==> config.mk <==
export PLATFORM = sky130hd
export DESIGN_NAME = loop_branch_unit
export DESIGN_NICKNAME = d
export VERILOG_FILES = /design/src/rtl/loop_branch_unit.sv
export SDC_FILE = /design/constraint.sdc
export NUM_CORES = 1
export LEC_CHECK = 0
export CAP_MARGIN = 10
export CORE_MARGIN = 8
export CORE_UTILIZATION = 46
export DETAILED_ROUTE_END_ITERATION = 12
export PLACE_DENSITY = 0.82
export SLEW_MARGIN = 20
export SYNTH_ARGS = -nofsm -noshare
export SYNTH_HDL_FRONTEND = slang
export SYNTH_SLANG_ARGS = --single-unit
export TNS_END_PERCENT = 1
==> constraint.sdc <==
create_clock -name clk -period 0.8 [get_ports clk]
set_input_delay 0.24 -clock clk [delete_from_list [all_inputs] [get_ports clk]]
set_output_delay 0.24 -clock clk [all_outputs]
set_load 0.05 [all_outputs]
==> src/rtl/loop_branch_unit.sv <==
module loop_branch_unit #(
  parameter int PCW = 16,
  parameter int AW = 8,
  parameter int IW = 16,
  parameter int CW = (2 * AW > IW) ? 2 * AW : IW,
  parameter logic [7:0] OPCODE = 8'h04,
  parameter int CYCLES = 3
) (
  input  logic           clk,
  input  logic           rst_n,
  input  logic           in_valid,
  input  logic [7:0]     opcode,
  input  logic [7:0]     postbyte,
  input  logic [7:0]     offset_lo,
  input  logic [PCW-1:0] pc_in,
  input  logic [AW-1:0]  acc_a,
  input  logic [AW-1:0]  acc_b,
  input  logic [IW-1:0]  idx_x,
  input  logic [IW-1:0]  idx_y,
  input  logic [IW-1:0]  sp_in,
  output logic           out_valid,
  output logic [PCW-1:0] next_pc,
  output logic           taken,
  output logic [CW-1:0]  cnt_value,
  output logic           wr_a,
  output logic           wr_b,
  output logic           wr_x,
  output logic           wr_y,
  output logic           wr_sp,
  output logic           illegal,
  output logic [3:0]     cycles
);

  localparam logic [1:0] OP_DEC  = 2'b00;
  localparam logic [1:0] OP_TEST = 2'b01;
  localparam logic [1:0] OP_INC  = 2'b10;
  localparam logic [1:0] OP_RSV  = 2'b11;

  localparam logic [2:0] SEL_A  = 3'b000;
  localparam logic [2:0] SEL_B  = 3'b001;
  localparam logic [2:0] SEL_D  = 3'b100;
  localparam logic [2:0] SEL_X  = 3'b101;
  localparam logic [2:0] SEL_Y  = 3'b110;
  localparam logic [2:0] SEL_SP = 3'b111;

  localparam logic [CW-1:0] M_ACC  = {CW{1'b1}} >> (CW - AW);
  localparam logic [CW-1:0] M_PAIR = {CW{1'b1}} >> (CW - 2 * AW);
  localparam logic [CW-1:0] M_IDX  = {CW{1'b1}} >> (CW - IW);

  logic [1:0] op;
  logic [2:0] sel;
  logic       sense;
  logic       legal;
  logic       modify;
  logic [CW-1:0] cur, mask, stepped, nxt;
  logic [PCW-1:0] disp, seq_pc, tgt_pc;
  logic       cond;

  assign op    = postbyte[7:6];
  assign sense = postbyte[5];
  assign sel   = postbyte[2:0];

  assign legal  = (opcode == OPCODE) && (op != OP_RSV) &&
                  (sel != 3'b010) && (sel != 3'b011);
  assign modify = legal && (op != OP_TEST);

  always_comb begin
    cur  = '0;
    mask = M_IDX;
    unique case (sel)
      SEL_A:   begin cur = CW'(acc_a);          mask = M_ACC;  end
      SEL_B:   begin cur = CW'(acc_b);          mask = M_ACC;  end
      SEL_D:   begin cur = CW'({acc_a, acc_b}); mask = M_PAIR; end
      SEL_X:   cur = CW'(idx_x);
      SEL_Y:   cur = CW'(idx_y);
      SEL_SP:  cur = CW'(sp_in);
      default: cur = '0;
    endcase
  end

  always_comb begin
    case (op)
      OP_DEC:  stepped = cur - CW'(1);
      OP_INC:  stepped = cur + CW'(1);
      default: stepped = cur;
    endcase
  end

  assign nxt    = stepped & mask;
  assign cond   = sense ? (nxt != '0) : (nxt == '0);
  assign disp   = {{(PCW-8){postbyte[4]}}, offset_lo};
  assign seq_pc = pc_in + PCW'(3);
  assign tgt_pc = seq_pc + disp;
  assign cycles = 4'(CYCLES);

  always_ff @(posedge clk or negedge rst_n) begin
    if (!rst_n) begin
      out_valid <= 1'b0;
      next_pc   <= '0;
      taken     <= 1'b0;
      cnt_value <= '0;
      wr_a      <= 1'b0;
      wr_b      <= 1'b0;
      wr_x      <= 1'b0;
      wr_y      <= 1'b0;
      wr_sp     <= 1'b0;
      illegal   <= 1'b0;
    end else begin
      out_valid <= in_valid;
      next_pc   <= (legal && cond) ? tgt_pc : seq_pc;
      cnt_value <= nxt;
      taken     <= in_valid && legal && cond;
      illegal   <= in_valid && !legal;
      wr_a      <= in_valid && modify && (sel == SEL_A || sel == SEL_D);
      wr_b      <= in_valid && modify && (sel == SEL_B || sel == SEL_D);
      wr_x      <= in_valid && modify && (sel == SEL_X);
      wr_y      <= in_valid && modify && (sel == SEL_Y);
      wr_sp     <= in_valid && modify && (sel == SEL_SP);
    end
  end

  AST_IDLE_QUIET: assert property (@(posedge clk) disable iff (!rst_n)
    !in_valid |=> !(out_valid || taken || illegal || wr_a || wr_b || wr_x || wr_y || wr_sp));
  AST_FALLTHRU_PC: assert property (@(posedge clk) disable iff (!rst_n)
    in_valid |=> (taken || next_pc == $past(pc_in) + PCW'(3)));
  AST_SENSE_EQ: assert property (@(posedge clk) disable iff (!rst_n)
    (in_valid && !postbyte[5]) |=> (!taken || cnt_value == '0));
  AST_SENSE_NE: assert property (@(posedge clk) disable iff (!rst_n)
    (in_valid && postbyte[5]) |=> (!taken || cnt_value != '0));
  AST_TEST_NO_WRITE: assert property (@(posedge clk) disable iff (!rst_n)
    (in_valid && postbyte[7:6] == OP_TEST) |=> !(wr_a || wr_b || wr_x || wr_y || wr_sp));
  AST_ONE_TARGET: assert property (@(posedge clk) disable iff (!rst_n)
    $onehot0({wr_a | wr_b, wr_x, wr_y, wr_sp}));
  AST_ILLEGAL_INERT: assert property (@(posedge clk) disable iff (!rst_n)
    illegal |-> !(taken || wr_a || wr_b || wr_x || wr_y || wr_sp));
  AST_FIXED_CYCLES: assert property (@(posedge clk) disable iff (!rst_n)
    $stable(cycles));

endmodule

# After elaboration in Yosys (flattened, before gate mapping)
# Index checks and enable logic that the tools add are counted.
# W data, S select, Z words.
[totals]
reg_bits = 40
inputBits = 107
[classes]
addsub = 4
eq_ne = 11
mux = 5
bitwise_logic = 1
reduce_logical = 22
[ops]
columns = ["op", "count"]
rows = [
  ["$pmux W16 S6", 1],
  ["$mux W16", 2],
  ["$pmux W16 S2", 1],
  ["$add A16 B1 Y16 const B", 1],
  ["$add A16 B16 Y16", 1],
  ["$add A16 B2 Y16 const B", 1],
  ["$and A16 B16 Y16", 1],
  ["$logic_not A16 Y1", 1],
  ["$reduce_bool A16 Y1", 1],
  ["$sub A16 B1 Y16 const B", 1],
  ["$logic_and A1 B1 Y1", 14],
  ["$eq A3 B3 Y1 const B", 4],
  ["$eq A8 B3 Y1 const B", 1],
  ["$ne A3 B2 Y1 const B", 2],
  ["$eq A3 B1 Y1 const B", 1],
  ["$logic_not A3 Y1", 1],
  ["$eq A2 B2 Y1 const B", 1],
  ["$logic_not A2 Y1", 1],
  ["$logic_or A1 B1 Y1", 2],
  ["$ne A2 B1 Y1 const B", 1],
  ["$ne A2 B2 Y1 const B", 1],
  ["$reduce_or A2 Y1", 1],
  ["$logic_not A1 Y1", 1],
  ["$mux W1", 1],
]

# Longest topological paths before layout
# Gate-level depths: netlist of the first run.
[logic_depth]
word_depth = 9
ltp_mapped = 18
depth_no_buf = 16

# Least setup slack after synthesis of the first run
# OpenSTA, ideal clock, no wires.
[synth_path]
kind = "input to register"
from = "input postbyte[0]"
to = "register next_pc[10]"
arrival_ps = 4194
slack_ps = -3519
stages = 15
path_cell_list = "buf_6 > mux4_1 > a22o_1 > ha_1 > a21o_1 > or2_0 > a2111o_1 > a211o_1 > and2_4 > a311oi_2 > mux2i_1 > a31oi_2 > o21ai_4 > buf_12 > mux2_4"
[synth_between]
elab_chain_cells = 9
elab_cells_between_ends = 22
[synth_lines]
columns = ["item", "line", "text"]
rows = [
  ["start, declared", "13", "input logic [7:0] postbyte,"],
  ["$eq A3 B3 Y1, or another cell as far along", "70", "unique case (sel)"],
  ["$pmux W16 S6", "70", ""],
  ["$add A16 B1 Y16 or $sub A16 B1 Y16 (tied branches)", "84, 83", ""],
  ["$pmux W16 S2", "82", "case (op)"],
  ["$and A16 B16 Y16", "89", "assign nxt = stepped & mask;"],
  ["$logic_not A16 Y1 or $reduce_bool A16 Y1 (tied branches)", "90", "assign cond = sense ? (nxt != '0) : (nxt == '0);"],
  ["$mux W1", "90", ""],
  ["$logic_and A1 B1 Y1 *", "110", "next_pc <= (legal && cond) ? tgt_pc : seq_pc;"],
  ["$mux W16 *", "110", ""],
  ["end signal, assigned", "110", ""],
  ["end, declared", "22", "output logic [PCW-1:0] next_pc,"],
]
# Every way passes the cells marked *; elsewhere a longest branch is shown, timed or not.

# Worst setup path after layout of the first run
[layout_path]
from = "input sp_in[9]"
to = "register next_pc[7]"
[layout_between]
elab_chain_cells = 8
elab_cells_between_ends = 10
[layout_lines]
columns = ["item", "line", "text"]
rows = [
  ["start, declared", "20", "input logic [IW-1:0] sp_in,"],
  ["$pmux W16 S6 *", "70", ""],
  ["$add A16 B1 Y16 or $sub A16 B1 Y16 (tied branches)", "84, 83", ""],
  ["$pmux W16 S2 *", "82", ""],
  ["$and A16 B16 Y16 *", "89", ""],
  ["$logic_not A16 Y1 or $reduce_bool A16 Y1 (tied branches)", "90", ""],
  ["$mux W1 *", "90", ""],
  ["$logic_and A1 B1 Y1 *", "110", ""],
  ["$mux W16 *", "110", ""],
]
# Marked as above.

==> results of run 1 <==
-- layer usage --
| metal | up-vias | GRT usage | wire length [um] |
|---|---|---|---|
| li1 | 2293 | - | - |
| met1 | 2512 | 0.286 | 6450 |
| met2 | 389 | 0.537 | 9970 |
| met3 | 129 | 0.0628 | 1690 |
| met4 | 0 | 0.141 | 1320 |
| met5 | - | 0 | 0 |
-- synthesized netlist by cell type (7+ instances only) --
library cell | n | area, um^2
dfrtp_1 | 40 | 1000
nor2_1 | 36 | 135
ha_1 | 30 | 375
nand2_1 | 26 | 97.6
xnor2_1 | 21 | 184
inv_1 | 19 | 71.3
o21ai_0 | 18 | 90.1
a21oi_1 | 17 | 85.1
and3_1 | 12 | 75.1
mux2_2 | 12 | 135
and2_1 | 11 | 68.8
mux2i_1 | 11 | 110
xor2_1 | 11 | 96.3
mux2_4 | 10 | 150
mux4_2 | 10 | 225
a21o_1 | 9 | 67.6
a211oi_1 | 8 | 60.1
nand3_1 | 7 | 35.0
-- power by group through the flow --
stage	registers (mW)	logic, mW	clock network [mW]
after global routing	2.46	7.36	1.97
after floorplan	3.11	2.22	0
final	2.44	7.02	1.89
after CTS	2.44	6.56	1.89
after global placement	2.46	6.01	0
after detailed placement	2.48	6.18	0
-- layout by cell type (no fill, tap or decap), types with 5 or more instances in the layout --
| master | n |
|---|---|
| o21ai_0 | 13 |
| clkbuf_8 | 7 |
| o211ai_1 | 6 |
| a21oi_1 | 12 |
| buf_12 | 43 |
| ha_1 | 22 |
| xor2_1 | 11 |
| mux4_2 | 12 |
| a21oi_2 | 5 |
| nand2_1 | 26 |
| buf_6 | 7 |
| a21o_1 | 9 |
| buf_4 | 166 |
| buf_2 | 8 |
| ha_4 | 6 |
| clkdlybuf4s50_1 | 79 |
| nor2_1 | 34 |
| mux2_2 | 6 |
| and3_1 | 11 |
| nor3_1 | 6 |
| and2_1 | 8 |
| inv_1 | 18 |
| nand3_1 | 6 |
| xnor2_1 | 18 |
| nand4_1 | 6 |
| mux2_4 | 16 |
| dfrtp_1 | 40 |
| o21a_1 | 6 |
| mux2i_1 | 8 |
| dlygate4sd2_1 | 10 |
-- repair_timing --
item	in CTS	in global routing
hold buffers	1	0
gates resized for setup	108	38
gates cloned	0	0
setup endpoints to repair	79	79
pin swaps	41	29
hold endpoints to repair	40	0
buffers inserted	8	7
-- sequential cells by signal, summed over array words and instances (netlist names) --
name / count
taken: 1
wr_b: 1
wr_x: 1
wr_a: 1
wr_sp: 1
wr_y: 1
cnt_value: 16
out_valid: 1
illegal: 1
next_pc: 16
-- final cells by class --
| type | instances | area share |
|---|---|---|
| Inverter | 20 | 0.00985 |
| Clock buffer | 7 | 0.0122 |
| Timing Repair Buffer | 323 | 0.408 |
| Multi-Input combinational cell | 363 | 0.422 |
| Sequential cell | 40 | 0.127 |
| Tap cell | 108 | 0.0172 |
| Clock inverter | 1 | 0.00381 |
-- final timing paths --
| check | to |
|---|---|
| max in group asynchronous | out_valid |
| setup / recovery | next_pc[7] |
| min in group clk | out_valid |
| hold / removal | next_pc[13] |
-- metrics by stage --
step	total power, mW	setup slack, ns	util	area (um^2)	TNS, ns
floorplan	5.33	-3.30	-	4220	-88.77
global placement	8.47	-3.95	0.832	7290	-113.83
detailed placement	8.66	-4.10	0.832	7290	-117.48
CTS	10.9	-3.16	0.875	7670	-98.28
global route	11.8	-3.36	0.899	7880	-105.33
finish	11.3	-3.30	0.899	7880	-101.92
-- cells by family after synthesis --
group / Yosys count / synth area share
simple gates: 136 / 0.174
mux: 45 / 0.162
fa+ha+maj: 32 / 0.0998
flops: 40 / 0.240
other cells: 2 / 0.00180
xor+xnor: 32 / 0.0673
buf+inv: 39 / 0.0493
compound gates: 114 / 0.206
==> flow_metrics.env, run 1 <==
export IMPL_outcome="finished with violations"
export IMPL_failed_checks="negative setup slack"
export IMPL_fillers=356
export IMPL_die_area_mm2=0.0124
export IMPL_path_cells="clkdlybuf4s50_1 -> mux4_2 -> and2_4 -> ha_4 -> and3_1 -> o31ai_2 -> nand2_1 -> a211o_1 -> and2_4 -> a311oi_4 -> mux2i_2 -> a31oi_2 -> o21ai_4 -> buf_6 -> mux2_4"
export IMPL_worstPathRequired_ns=0.99
export IMPL_start_kind="input pin"
export IMPL_maxCapViolCount=0
export IMPL_dieWidth_um=111
export IMPL_cts_tree="built"
export IMPL_fin_crit_sh=5.13
export IMPL_ir_drop_mv=1.12
export IMPL_drt_initial_drc_count=442
export IMPL_worstPathArrival_ns=4.29
export IMPL_cp_startpoint="sp_in[9]"
export IMPL_drive_above_1_share=0.450
export IMPL_grt_max_degree=41
export IMPL_ys_ff_latch=40
export IMPL_numClockSinks=40
export IMPL_ys_seq_area_frac=0.240
export IMPL_num_vias=5323
export IMPL_hpwl_um=14300
export IMPL_num_io_pins=151
export IMPL_rsz0062_at_grt="true"
export IMPL_crit_path_top_delay_cell="mux4_2"
export IMPL_avgSynthCellArea_um2=9.46
export IMPL_syn_area_mm2=0.00416
export IMPL_start_util=0.475
export IMPL_slew_headroom=0.667
export IMPL_cp_depth=15
export IMPL_power_frac_seq=0.215
export IMPL_core_area_mm2=0.00876
export IMPL_critPathTopFamily="compound AO/OA/AOI/OAI gates"
export IMPL_yosysUniqueCellTypes=77
export IMPL_antennaDiodeCount=0
export IMPL_wl_per_cell_um=22.5
export IMPL_crit_buf_inv=2
export IMPL_p_sw_mw=4.35
export IMPL_seqCellArea_mm2=0.00100
export IMPL_clkPwrFrac=0.166
export IMPL_synth_enable_flop_cells=0
export IMPL_grt_pass1_vias=5772
export IMPL_synthToLayoutAreaGrowth_pct=89.2
export IMPL_grt_ovfl_total=0
export IMPL_yosys_warnings=0
export IMPL_cpPeakStageDelay_ns=0.52
export IMPL_grt_pass1_wl_um=29200
export IMPL_routed_wl_um=19400
export IMPL_crit_fanout=6
export IMPL_io_buffers=145
export IMPL_synth_async_reset_ratio=1.00
export IMPL_stdcell_count=862
export IMPL_syn_inst=440
export IMPL_drc_errors=0
export IMPL_clkSlewWorstSetupHoldPaths_ns=0.09
export IMPL_drt_vias_per_instance=6.18
export IMPL_final_nets=892
export IMPL_hp_class="input pin to async pin"
export IMPL_ant_nets=0
export IMPL_firstDrtPassIters=8
export IMPL_power_density_mw_per_mm2=1440
export IMPL_p_int_mw=7.00
export IMPL_cts_made_buffers=5
export IMPL_dp_cells=839
export IMPL_cpMostUsedCell="and2_4"
export IMPL_cts_root_buf="clkbuf_8"
export IMPL_fin_crit_ns=4.10
export IMPL_cts_max_level=2
export IMPL_hold_ws_ns=0.422
export IMPL_synth_main_ff_cell="dfrtp_1"
export IMPL_slew_violations=0
export IMPL_grt_use_total=0.285
export IMPL_hold_viol=0
export IMPL_leakage_nw=3.71
export IMPL_cts_path_max_buffers=2
export IMPL_max_freq_ghz=0.244
export IMPL_fp_row_count=34
export IMPL_criticalPathCategory="input pin to register"
export IMPL_swShare=0.383
export IMPL_antenna_found_initial=0
export IMPL_worst_pin_slew_ns=0.494
export IMPL_multiInputGateArea_mm2=0.00332
export IMPL_setup_viol=79
export IMPL_die_h_um=111
export IMPL_gp_congestion=0.960
export IMPL_crit_path_end_kind="register"
export IMPL_comb_power_share=0.619
export IMPL_setup_ws_ns=-3.30
Power figures use the tool's default switching activity.
==> run 2, diff against run 1 <==
Settings changed: CELL_PAD_IN_SITES_DETAIL_PLACEMENT set to 0, CELL_PAD_IN_SITES_GLOBAL_PLACEMENT set to 2, CORE_UTILIZATION 46 to 27, PLACE_DENSITY 0.82 to not set, PLACE_DENSITY_LB_ADDON set to 0.1.
==> run 2 against run 1 <==
  * The run still ends with negative setup slack left
  * Power is 0.76% higher
  * Via count is 10% lower
  * Cell area is 7.3% higher
  * Die area is 59% higher
  * Global-route usage is 12 points lower
  * Cell count is 12% higher
  * Clock power hardly changed
==> flow_metrics.env, run 2 (same netlist as run 1, synthesis figures left out) <==
export IMPL_final_cell_area_mm2=0.00846
export IMPL_criticalPathCategory="input pin to register"
export IMPL_drt_initial_drc_count=126
export IMPL_hold_ws_ns=0.375
export IMPL_fillers=1340
export IMPL_setup_tns_ns=-96.43
export IMPL_slew_violations=0
export IMPL_hpwl_um=13300
export IMPL_io_buffers=145
export IMPL_post_dp_cell_area_mm2=0.00744
export IMPL_cts_made_buffers=5
export IMPL_cts_tree="built"
export IMPL_dieWidth_um=140
export IMPL_cts_root_buf="clkbuf_16"
export IMPL_die_area_mm2=0.0197
export IMPL_max_freq_ghz=0.249
export IMPL_final_common_cell="buf_4"
export IMPL_start_util=0.275
export IMPL_power_density_mw_per_mm2=1350
export IMPL_top_regs="cnt_value: 16 flops, next_pc: 16 flops"
export IMPL_drt_vias_per_instance=4.95
export IMPL_worstPathRequired_ns=0.97
export IMPL_clkSlewWorstSetupHoldPaths_ns=0.06
export IMPL_num_vias=4779
export IMPL_leakage_nw=4.10
export IMPL_setup_viol=79
export IMPL_cpMostUsedCell="buf_6"
export IMPL_numClockSinks=40
export IMPL_rsz0062_at_grt="true"
export IMPL_crit_path_top_delay_cell="clkdlybuf4s50_1"
export IMPL_die_h_um=140
export IMPL_grt_ovfl_total=0
export IMPL_p_total_mw=11.4
export IMPL_drc_errors=0
export IMPL_crit_buf_inv=5
export IMPL_multiInputGateArea_mm2=0.00341
export IMPL_cts_path_max_buffers=2
export IMPL_drive_above_1_share=0.468
export IMPL_num_io_pins=151
export IMPL_firstDrtPassIters=4
export IMPL_routed_wl_um=16400
export IMPL_cts_max_level=2
export IMPL_fin_crit_sh=5.01
export IMPL_final_nets=916
export IMPL_failed_checks="negative setup slack"
export IMPL_dp_cells=921
export IMPL_path_cells="clkdlybuf4s50_1 -> mux2i_1 -> mux2_2 -> o22ai_2 -> buf_6 -> ha_4 -> and3_4 -> a221oi_4 -> buf_4 -> buf_6 -> o31a_1 -> o211ai_1 -> or3b_4 -> nor3_2 -> and4b_2 -> a31oi_4 -> o21ai_4 -> clkbuf_16 -> mux2_4"
export IMPL_grt_pass1_wl_um=25800
export IMPL_grt_use_total=0.162
export IMPL_start_kind="input pin"
export IMPL_maxCapViolCount=0
export IMPL_grt_max_degree=41
export IMPL_ir_drop_mv=0.675
export IMPL_ant_nets=0
export IMPL_crit_path_end_kind="register"
export IMPL_fin_crit_ns=4.01
export IMPL_antenna_found_initial=3
export IMPL_hp_class="input pin to register"
export IMPL_wl_per_cell_um=17.0
export IMPL_seqCellArea_mm2=0.00100
export IMPL_setup_ws_ns=-3.21
export IMPL_fp_row_count=45
export IMPL_cpPeakStageDelay_ns=0.48
export IMPL_worstPathArrival_ns=4.18
export IMPL_grt_pass1_vias=5182
export IMPL_critPathTopFamily="buffers and inverters"
export IMPL_synthToLayoutAreaGrowth_pct=103
export IMPL_hold_viol=0
export IMPL_core_area_mm2=0.0151
export IMPL_outcome="finished with violations"
export IMPL_crit_fanout=7
export IMPL_gp_congestion=0.873
export IMPL_layout_common_cells="buf_4 (182), clkdlybuf4s50_1 (61), buf_12 (48), dfrtp_1 (40), nor2_1 (35)"
export IMPL_stdcell_count=966
## run 2: cell count changes in the layout (fill, tap and decap cells not counted), sizes merged, moves of 2 or more
| cell | previous run | this run |
|---|---|---|
| clkinv | 0 | 2 |
| buf | 227 | 243 |
| dlymetal6s2s | 3 | 26 |
| dlygate4sd2 | 10 | 6 |
| clkdlybuf4s15 | 1 | 3 |
| clkbuf | 9 | 13 |
| clkdlybuf4s50 | 79 | 61 |
## run 2: worst paths after layout
path / slack (ns) / endpoint / from / cells past startpoint
max in group asynchronous: 0.12 / wr_b / rst_n / 3
min in group asynchronous: 0.47 / next_pc[1] / rst_n / 3
min: 0.38 / wr_x / postbyte[2] / 4
max: -3.21 / next_pc[11] / acc_a[5] / 19
## run 2: layout make-up
cell class | instances | area share
Multi-Input combinational cell | 363 | 0.403
Tap cell | 188 | 0.0278
Sequential cell | 40 | 0.118
Clock buffer | 6 | 0.0152
Clock inverter | 1 | 0.000592
Antenna cell | 1 | 0.000296
Inverter | 20 | 0.0101
Timing Repair Buffer | 347 | 0.424
## run 2: timing repair
item / 4_1_cts / 5_1_grt
gates resized for setup: 92 / 89
setup buffers: 15 / 19
endpoints found under the hold margin: 40 / 0
pin swaps: 41 / 50
endpoints found under the setup margin: 79 / 79
hold buffers: 1 / 0
cloned: 2 / 1
## run 2: through the flow
stage / utilization / worst slack (ns)
after floorplan: - / -3.30
after global placement: 0.492 / -4.00
after detailed placement: 0.492 / -4.12
after CTS: 0.530 / -3.29
after global routing: 0.558 / -3.37
final: 0.558 / -3.21
## run 2: power by group
part           leakage [nW]  internal, mW  total, mW  switching, mW
Clock                0.0667          1.13       1.91          0.778
Sequential            0.491          2.24       2.43          0.190
Combinational          3.55          3.90       7.09           3.18
## run 2: routing by layer
metal,vias up,wire length (um),track usage
li1,2341,-,-
met5,-,16,0
met3,23,1050,0.0425
met1,2274,6790,0.182
met2,137,8240,0.288
met4,4,339,0.0577
==> run 3, diff against run 2 <==
Settings changed: CORE_UTILIZATION 27 to 29, SETUP_SLACK_MARGIN set to 0.1.
Clock period 0.8 ns to 5 ns, I/O delays scaled along.
==> run 3 against run 2 <==
  * The flow still finishes with violations (negative setup slack)
  * Sequential share of layout area increased by 1.8 points
  * Utilization decreased by 3.1 points
  * Wire length decreased by 4.7%
  * Combinational power decreased by 87%
  * First-iteration DRC count increased by 17%
  * Global-route usage increased by 0.56 points
  * Non-clock buffer count decreased by 42
  * Critical path type unchanged
  * Critical endpoint is now next_pc[5]
==> flow_metrics.env, run 3 (same netlist as run 1, synthesis figures left out) <==
export IMPL_outcome="finished with violations"
export IMPL_failed_checks="negative setup slack"
export IMPL_routed_wl_um=15700
export IMPL_setup_tns_ns=-6.15
export IMPL_max_freq_ghz=0.185
export IMPL_antennaDiodeCount=0
export IMPL_start_kind="input pin"
export IMPL_layout_common_cells="buf_4 (152), clkdlybuf4s50_1 (130), dfrtp_1 (40), nor2_1 (35), nand2_1 (26)"
export IMPL_fin_util=0.527
export IMPL_path_cells="buf_12 -> buf_6 -> buf_8 -> mux2i_1 -> mux2_4 -> o22ai_4 -> ha_4 -> a21o_1 -> or2_0 -> a2111o_1 -> a211o_1 -> and2_4 -> a311oi_4 -> mux2i_2 -> and4_4 -> o21ai_4 -> clkbuf_16 -> mux2_4"
export IMPL_drc_errors=0
export IMPL_core_area_mm2=0.0139
export IMPL_power_density_mw_per_mm2=223
export IMPL_p_total_mw=1.64
export IMPL_grt_use_total=0.167
export IMPL_critPathTopFamily="compound AO/OA/AOI/OAI gates"
export IMPL_grt_pass1_vias=5014
export IMPL_hp_class="input pin to async pin"
export IMPL_cpMostUsedCell="mux2_4"
export IMPL_hpwl_um=12900
export IMPL_wl_per_cell_um=17.1
export IMPL_top_regs="cnt_value: 16 flops, next_pc: 16 flops"
export IMPL_crit_fanout=8
export IMPL_die_area_mm2=0.0184
export IMPL_io_buffers=145
export IMPL_cts_tree="built"
export IMPL_drt_vias_per_instance=5.00
export IMPL_crit_path_top_delay_cell="a2111o_1"
export IMPL_crit_buf_inv=4
export IMPL_num_vias=4571
export IMPL_slew_headroom=0.620
export IMPL_worstPathArrival_ns=5.57
export IMPL_die_h_um=136
export IMPL_numClockSinks=40
export IMPL_final_common_cell="buf_4"
export IMPL_clkSlewWorstSetupHoldPaths_ns=0.06
export IMPL_final_nets=874
export IMPL_dieWidth_um=136
export IMPL_firstDrtPassIters=4
export IMPL_crit_path_end_kind="register"
export IMPL_drive_above_1_share=0.333
export IMPL_criticalPathCategory="input pin to register"
export IMPL_grt_pass1_wl_um=24400
export IMPL_fin_crit_sh=1.08
export IMPL_setup_ws_ns=-0.391
export IMPL_setup_viol=17
export IMPL_grt_ovfl_total=0
export IMPL_slew_violations=0
export IMPL_worstPathRequired_ns=5.18
export IMPL_fp_row_count=43
export IMPL_seqCellArea_mm2=0.00100
export IMPL_leakage_nw=3.36
export IMPL_rsz0062_at_grt="true"
export IMPL_ir_drop_mv=0.141
export IMPL_place_ws_ns=-1.16
export IMPL_cts_root_buf="clkbuf_16"
export IMPL_gp_congestion=0.832
export IMPL_cpPeakStageDelay_ns=0.39
export IMPL_fin_crit_ns=5.39
export IMPL_grt_max_degree=41
export IMPL_start_util=0.299
export IMPL_worst_pin_slew_ns=0.568
export IMPL_synthToLayoutAreaGrowth_pct=76.4
export IMPL_antenna_found_initial=0
export IMPL_num_io_pins=151
export IMPL_maxCapViolCount=0
export IMPL_fillers=1320
export IMPL_cts_path_max_buffers=2
export IMPL_ant_nets=0
export IMPL_hold_viol=0
export IMPL_cts_max_level=2
export IMPL_cts_made_buffers=5
export IMPL_multiInputGateArea_mm2=0.00318
export IMPL_drt_initial_drc_count=148
run 3: changes by cell type in the layout (fill, tap and decap cells not counted), moves of 4 or more:
cell,change
a211oi_2,-5
ha_4,-4
dlymetal6s2s_1,-26
o21ai_0,+4
buf_4,-30
buf_6,-6
clkdlybuf4s50_1,+69
buf_12,-44
clkbuf_2,-4
a211oi_1,+5
run 3: worst max path at each step:
stage / slack, ns / cells past startpoint / endpoint / from
final: -0.39 / 18 / next_pc[5] / postbyte[0]
after global routing: -0.51 / 18 / next_pc[11] / postbyte[0]
after CTS: -0.42 / 19 / next_pc[2] / postbyte[0]
after detailed placement: -1.16 / 18 / next_pc[1] / postbyte[0]
after global placement: -1.12 / 18 / next_pc[1] / postbyte[0]
after floorplan: -0.36 / 15 / next_pc[10] / postbyte[0]
run 3: cell type report:
type / count / area share
multi-input combinational: 363 / 0.432
timing repair buffer: 305 / 0.372
sequential: 40 / 0.136
tap: 180 / 0.0307
clock buffer: 6 / 0.0175
inverter: 20 / 0.0109
clock inverter: 1 / 0.000681
run 3: per-stage QoR:
stage / hold WS, ns / instances / area [um^2]
after global placement: 1.70 / 891 / 6830
final: 1.12 / 915 / 7350
after global routing: 1.13 / 915 / 7350
after detailed placement: 1.73 / 891 / 6830
after CTS: 1.40 / 912 / 7260
after floorplan: 1.20 / 442 / 4220
run 3: per-layer routing:
metal	part of all wire	wire [um]	up-vias	GRT usage
li1	-	-	2250	-
met5	0	0	-	0
met1	0.42	6560	2166	0.186
met3	0.083	1290	14	0.0587
met4	0.015	235	0	0.0487
met2	0.48	7570	141	0.293
run 3: repair_timing:
| item | 4_1_cts | 5_1_grt |
|---|---|---|
| hold buffers | 0 | 0 |
| setup endpoints to repair | 19 | 17 |
| pin swaps | 26 | 20 |
| gates cloned | 2 | 0 |
| setup buffers | 12 | 3 |
| gates resized for setup | 54 | 21 |
| hold endpoints to repair | 0 | 0 |
run 3: power by group:
group	total, mW	internal (mW)	switching (mW)
sequential	0.370	0.358	0.0119
combinational	0.950	0.483	0.467
clock	0.317	0.182	0.135
